--- src/rtl/lcl_pkg.sv ---
package lcl_pkg;

    localparam int BYTE_W      = 8;
    localparam int CMD_LEN     = 6;
    localparam int NUM_COLOURS = 3;

    localparam logic [BYTE_W-1:0] CH_CR = 8'h0D;
    localparam logic [BYTE_W-1:0] CH_LF = 8'h0A;

    typedef enum int {
        COL_RED   = 0,
        COL_GREEN = 1,
        COL_BLUE  = 2
    } colour_e;

    typedef struct packed {
        logic [NUM_COLOURS-1:0] rgb;
        logic                   strobe;
    } led_state_t;

    function automatic logic [CMD_LEN*BYTE_W-1:0] cmd_pattern(int idx);
        logic [BYTE_W-1:0] tag;
        case (idx)
            COL_RED:   tag = 8'h52;
            COL_GREEN: tag = 8'h47;
            default:   tag = 8'h42;
        endcase
        return {8'h4C, 8'h45, 8'h44, tag, CH_CR, CH_LF};
    endfunction

endpackage

--- src/rtl/lcl_window.sv ---
module lcl_window #(
    parameter int BYTE_W = 8,
    parameter int DEPTH  = 6
) (
    input  logic                      clk,
    input  logic                      rst_n,
    input  logic                      valid,
    input  logic [BYTE_W-1:0]         char_in,
    output logic [DEPTH*BYTE_W-1:0]   win_next
);

    localparam int WIN_W = DEPTH * BYTE_W;

    logic [WIN_W-1:0] win_d;
    logic [WIN_W-1:0] win_q;

    // Newest byte goes into the least significant position.
    always_comb begin
        win_d = win_q;
        if (valid) begin
            win_d = {win_q[WIN_W-BYTE_W-1:0], char_in};
        end
    end

    always_ff @(posedge clk or negedge rst_n) begin
        if (!rst_n) begin
            win_q <= '0;
        end else begin
            win_q <= win_d;
        end
    end

    assign win_next = win_d;

endmodule

--- src/rtl/lcl_matcher.sv ---
module lcl_matcher #(
    parameter int BYTE_W   = 8,
    parameter int DEPTH    = 6,
    parameter int NUM_CMDS = 3
) (
    input  logic                      valid,
    input  logic [BYTE_W-1:0]         char_in,
    input  logic [DEPTH*BYTE_W-1:0]   window,
    output logic                      eol,
    output logic [NUM_CMDS-1:0]       hit
);

    assign eol = valid && (char_in == lcl_pkg::CH_LF);

    for (genvar k = 0; k < NUM_CMDS; k++) begin : g_cmp
        assign hit[k] = (window == lcl_pkg::cmd_pattern(k));
    end

endmodule

--- src/rtl/lcl_led_state.sv ---
module lcl_led_state #(
    parameter int NUM_COLOURS = 3
) (
    input  logic                   clk,
    input  logic                   rst_n,
    input  logic                   eol,
    input  logic [NUM_COLOURS-1:0] hit,
    output logic [NUM_COLOURS-1:0] rgb,
    output logic                   strobe
);

    lcl_pkg::led_state_t state_d;
    lcl_pkg::led_state_t state_q;
    logic [NUM_COLOURS-1:0] hit_msb_first;

    // hit index 0 is red; rgb is ordered {red, green, blue}.
    for (genvar k = 0; k < NUM_COLOURS; k++) begin : g_flip
        assign hit_msb_first[NUM_COLOURS-1-k] = hit[k];
    end

    always_comb begin
        state_d        = state_q;
        state_d.strobe = 1'b0;
        if (eol && (|hit)) begin
            state_d.rgb    = hit_msb_first;
            state_d.strobe = 1'b1;
        end
    end

    always_ff @(posedge clk or negedge rst_n) begin
        if (!rst_n) begin
            state_q <= '0;
        end else begin
            state_q <= state_d;
        end
    end

    assign rgb    = state_q.rgb;
    assign strobe = state_q.strobe;

endmodule

--- src/rtl/line_cmd_led.sv ---
module line_cmd_led #(
    parameter bit LED_ACTIVE_HIGH = 1'b1
) (
    input  logic                       clk,
    input  logic                       rst_n,
    input  logic                       rx_valid,
    input  logic [lcl_pkg::BYTE_W-1:0] rx_byte,
    output logic                       led_r,
    output logic                       led_g,
    output logic                       led_b,
    output logic                       cmd_valid
);

    localparam int BYTE_W = lcl_pkg::BYTE_W;
    localparam int DEPTH  = lcl_pkg::CMD_LEN;
    localparam int NCOL   = lcl_pkg::NUM_COLOURS;

    logic [DEPTH*BYTE_W-1:0] win_next;
    logic                    eol;
    logic [NCOL-1:0]         hit;
    logic [NCOL-1:0]         rgb;

    lcl_window #(.BYTE_W(BYTE_W), .DEPTH(DEPTH)) u_window (
        .clk      (clk),
        .rst_n    (rst_n),
        .valid    (rx_valid),
        .char_in  (rx_byte),
        .win_next (win_next)
    );

    lcl_matcher #(.BYTE_W(BYTE_W), .DEPTH(DEPTH), .NUM_CMDS(NCOL)) u_matcher (
        .valid   (rx_valid),
        .char_in (rx_byte),
        .window  (win_next),
        .eol     (eol),
        .hit     (hit)
    );

    lcl_led_state #(.NUM_COLOURS(NCOL)) u_state (
        .clk    (clk),
        .rst_n  (rst_n),
        .eol    (eol),
        .hit    (hit),
        .rgb    (rgb),
        .strobe (cmd_valid)
    );

    if (LED_ACTIVE_HIGH) begin : g_pol_high
        assign {led_r, led_g, led_b} = rgb;
    end else begin : g_pol_low
        assign {led_r, led_g, led_b} = ~rgb;
    end

endmodule

--- config.mk ---
export PLATFORM = sky130hd
export DESIGN_NAME = line_cmd_led
export DESIGN_NICKNAME = d
export VERILOG_FILES = /design/src/rtl/lcl_pkg.sv /design/src/rtl/lcl_window.sv /design/src/rtl/lcl_matcher.sv /design/src/rtl/lcl_led_state.sv /design/src/rtl/line_cmd_led.sv
export SDC_FILE = /design/constraint.sdc
export NUM_CORES = 1
export LEC_CHECK = 0
export ABC_CLOCK_PERIOD_IN_PS = 3850
export BUFFER_PORTS_ARGS = -buffer_cell sky130_fd_sc_hd__buf_2
export CELL_PAD_IN_SITES_DETAIL_PLACEMENT = 2
export CELL_PAD_IN_SITES_GLOBAL_PLACEMENT = 2
export CORE_UTILIZATION = 25
export CTS_CLUSTER_DIAMETER = 60
export DETAILED_ROUTE_END_ITERATION = 6
export PLACE_DENSITY_LB_ADDON = 0.12
export SYNTH_ARGS = -nofsm -noshare
export SYNTH_HDL_FRONTEND = slang
export SYNTH_SLANG_ARGS = --single-unit
--- constraint.sdc ---
create_clock -name clk -period 3.85 [get_ports clk]
set_clock_uncertainty 0.1 [all_clocks]
set_input_delay 0.5775 -clock clk [delete_from_list [all_inputs] [get_ports clk]]
set_output_delay 0.5775 -clock clk [all_outputs]
set_load 0.005 [all_outputs]
==> Word level (Yosys, flattened, before mapping) <==
Index checks and enable logic that the tools add are counted.
{ "op_classes": {"n_reduce_logical": 3, "eq_ne": 4, "n_mux": 2} }
{ "op_table": {"columns": ["op", "n"], "rows": [
  ["$eq 48x47->1 const B", 3],
  ["$mux 48", 1],
  ["$eq 8x4->1 const B", 1],
  ["$reduce_or 3->1", 1],
  ["$logic_and 1x1->1", 2],
  ["$mux 1", 1]
]} }
{ "totals": {"output_inout_bits": 4, "word_cells": 12, "in_bits": 11, "ff_bits": 52} }

==> Longest topological paths before layout <==
{ "logic_depth": {"ltp_word": 5, "ltp_mapped": 8, "depth_no_buf": 6} }

==> By module <==
Synthesis repeated with hierarchy kept, for this count alone.
{ "unflattened": {"cells_unflattened": 138, "hier_area_um2": 2220.9} }
{ "by_module_without_submodules": {"columns": ["mod", "area_each_um2", "cells_each", "n_inst"], "rows": [
  ["lcl_window", 1860.5, 101, 1],
  ["lcl_matcher", 209.0, 26, 1],
  ["lcl_led_state", 151.4, 11, 1]
]} }

==> Worst setup path before layout <==
No wires, ideal clock.
{ "synth_path": {"path_type": "input -> register", "start": "input rx_byte[7] in the netlist's numbering", "end": "register u_state.state_q, in the netlist u_state.rgb[0]", "required_ps": 3629, "path_stages": 6, "arrival_ps": 2174, "path_slack_ps": 1454, "path_cell_list": "or4_4 nor4_2 o2111ai_1 nor4_4 nand3_1 nor3b_2"} }
{ "synth_between": {"elab_chain_cells": 4} }
{ "synth_rtl": {"columns": ["element", "line_no", "rtl"], "rows": [
  ["from (decl)", "line_cmd_led.sv:7", "input logic [lcl_pkg::BYTE_W-1:0] rx_byte,"],
  ["$mux 48", "lcl_window.sv:20", "if (valid) begin"],
  ["$eq 48x47->1", "lcl_matcher.sv:16", "assign hit[k] = (window == lcl_pkg::cmd_pattern(k));"],
  ["$reduce_or 3->1", "lcl_led_state.sv:24", "if (eol && (|hit)) begin"],
  ["$logic_and 1x1->1", "lcl_led_state.sv:24", null],
  ["to (signal assigned)", "lcl_led_state.sv:34", "state_q <= state_d;"],
  ["to (decl)", "lcl_led_state.sv:13", "lcl_pkg::led_state_t state_q;"]
]} }
Parallel ways exist; a longest one is shown, timed or not.
A chain may end at the register's enable or synchronous reset.

==> Worst setup path in the final report <==
{ "layout_path": {"start": "input rx_valid", "end": "register u_state.state_q, in the netlist u_state.rgb[0]"} }
{ "layout_between": {"elab_chain_cells": 4} }
{ "layout_rtl": {"columns": ["element", "line_no", "rtl"], "rows": [
  ["from (decl)", "line_cmd_led.sv:6", "input logic rx_valid,"],
  ["$mux 48", "lcl_window.sv:20", null],
  ["$eq 48x47->1", "lcl_matcher.sv:16", null],
  ["$reduce_or 3->1", "lcl_led_state.sv:24", null],
  ["$logic_and 1x1->1", "lcl_led_state.sv:24", null]
]} }
Parallel ways exist; a longest one is shown, timed or not.

==> impl_results.md <==
* Status: finished, final reports clean
* Final Util at 29.6%
* DIE AREA at 9290 µm²
* FF+latch count, synth at 51
* CTS Buffer Depth at 2
* Instance count of the mapped netlist at around 170
* Unique masters post-synth at 34
* Synthesized area at 2230 µm²
* Routed len/inst at 18.6 µm
* Post-place setup slack at 0.811 ns
* Worst-Margin Slew at 0.768 ns
* DP Area at around 2400 µm²
* Largest net degree at the start of global routing at 40
* Total number of vias at 1405
* Fraction of layout cells with a size suffix above 1 at a little over a third
* Worst Slack Setup Final at 1.20 ns
* Antenna-violating nets left at 0
* Sequential fraction of the synthesis area at 57.3%
* Worst path bufs/invs at 1
* Arr. time, crit path at between 2 and 3 ns
* Antenna cell count at 0
* Critical R2R Launch: u_window.win_q[4]
* Mean Syn Cell Area at around 13 µm²
* Pre-antenna DRT Iters at 3
* Design area at 2560 µm²
* Final slew viol count at 0
* Final Non-Filler Cells at 299
* Critical path required time at 3.95 ns
* NumNets Final at 201
* Crit path time final at 2.65 ns
* Die Wd at 96.4 µm
* RSZ-0062 raised after global routing: false
* Final period util at between 60 and 70%
* Critical-path maximum fanout at 39
* Max-cap violations at 0
* CTS H-tree depth at 2
* Fmax at 378 MHz
* WS Path Type: input port to register
* Slowest cell on crit path: buf_2
* Iteration-0 DRC Markers at 45
* Starting Density at 25.7%
* CORE AREA at 8680 µm²
* P_leak at 1.10 nW
* Vias in the first global route at 1620
* Slowest stage delay, CP at just under 0.6 ns
* CP delay by family, top: simple AND/OR/NAND/NOR gates
* IO Pins at 15
* GRT Residual Overflow at 0
* GPL Wtd Cong at 0.708
* CTS Sinks at 51
* Setup bufs post-CTS at 0
* Final hold vios at 0
* Dpl cells at 291
* Pwr dens at 526 nW/µm²
* All-layer global routing usage at 13.5%
* YS warnings at 0
* Crit. End Element: register
* Most frequent cells in the layout: dfrtp_1 (51), mux2_2 (34), nand2_1 (14), buf_2 (14), nor4_1 (7)
* CTS tree: built
* Final TNS setup at 0 ns
* Hold crit path type: input port to async pin
* Final setup vio count at 0
* Die H at 96.4 µm
* Clock root buffer: clkbuf_8
* Post-Syn Nets at 183
* Post-DP HPWL at 4150 µm
* Slew HR at 48.8%
* Vias per cell at 4.70
* Commonest non-fill, non-tap cell in the layout: dfrtp_1
* Cts bufs inserted at 5
* Final WL at 5570 µm
* Setup crit start: rx_valid
* Gates resized, CTS repair at 0
* P&R area growth vs syn at 15.1%
* Worst-Skew Late Latency at ~0.31 ns
* CP Launch Type: input port
* Hold Slack at 0.138 ns
* First-pass GRT wire length at 9110 µm
* DRC viols at 0
* Worst-path clk slew at 0.10 ns
* Antenna violations before repair at 0
* Max VDD drop at 0.191 mV
* Number of hold buffers added after cts at 0
* Input/output buffers at 14
* PnR Total Power at about 1.3 mW
* Row Count at 34
* Crit path cell chain: buf_2 > nand2_1 > nor4b_1 > o22ai_1 > nor4_4 > nand3_1 > nor3b_2
## worst register-to-register path: stages (launching register included)
cell and delay (ns):
dfrtp_1 0.40, or4_4 0.54, nor4_2 0.24, o2111ai_1 0.22
nor4_4 0.50, nand3_1 0.15, nor3b_2 0.18
## flip-flops by register name, indices dropped and copies added, names as in the netlist
name and count:
u_state.rgb 3, u_state.strobe 1, u_window.win_q 47
## per-layer routing
metal	share of wire [%]	vias to the layer above	GRT usage, %
met2	49	11	22.2
met1	49	733	18.1
li1	-	657	-
met5	0	-	0
met4	0.83	0	3.68
met3	1.6	4	2.43
## cell families (layout without fill, tap and decap cells)
group           count (synthesis)  after routing  share of synthesized area [%]
flops                          51             51                           57.3
simple gates                   50             50                           15.1
mux                            39             39                           19.5
buf+inv                        14             33                           2.75
compound gates                 18             18                           5.33
## layout make-up
cell class	instances	area [µm²]
clock buffer	5	68.8
clock inverter	3	67.6
fill	946	6110
inverter	7	26.3
multi-input combinational	107	891
sequential	51	1280
tap	108	135
timing repair buffer	18	100
## where the power goes
part | switching [mW] | internal (mW) | total, mW
Clock | 0.187 | 0.259 | 0.446
Sequential | 0.0889 | 0.631 | 0.720
Combinational | 0.0857 | 0.0968 | 0.183
Total | 0.361 | 0.987 | 1.35
## synthesized netlist by cell type, drive strengths merged
cell type  instances  share of area (%)
nor3               2               0.45
nand2             14                2.4
buf                3               0.90
nor3b              1               0.56
mux2              36                 18
nand4bb            2                1.0
or2b               2               0.79
o2111ai            2               0.79
or4                1               0.51
a21o               1               0.39
or4b               1               0.45
nor2               4               0.67
a21oi              1               0.22
nor4b              5                2.0
clkbuf             4               0.67
dfrtp             51                 57
o21ai              6                1.3
or4bb              2                1.0
o21a               1               0.34
nand3              2               0.45
o22ai              4                1.1
nand2b             5                1.4
inv                7                1.2
nor4               9                3.5
o31ai              1               0.34
o32ai              1               0.39
mux2i              3                1.3
o41ai              1               0.39
## worst paths after layout
kind                       cells after the start                  to  slack (ns)
max                                            7      u_state.rgb[0]        1.20
min                                            1  u_window.win_q[45]        0.14
max reg2reg                                    6      u_state.rgb[0]        1.41
min reg2reg                                    2  u_window.win_q[46]        0.41
max in group asynchronous                      2  u_window.win_q[19]        2.69
min in group clk                               2  u_window.win_q[46]        0.41
(Power assumes the default switching activity.)
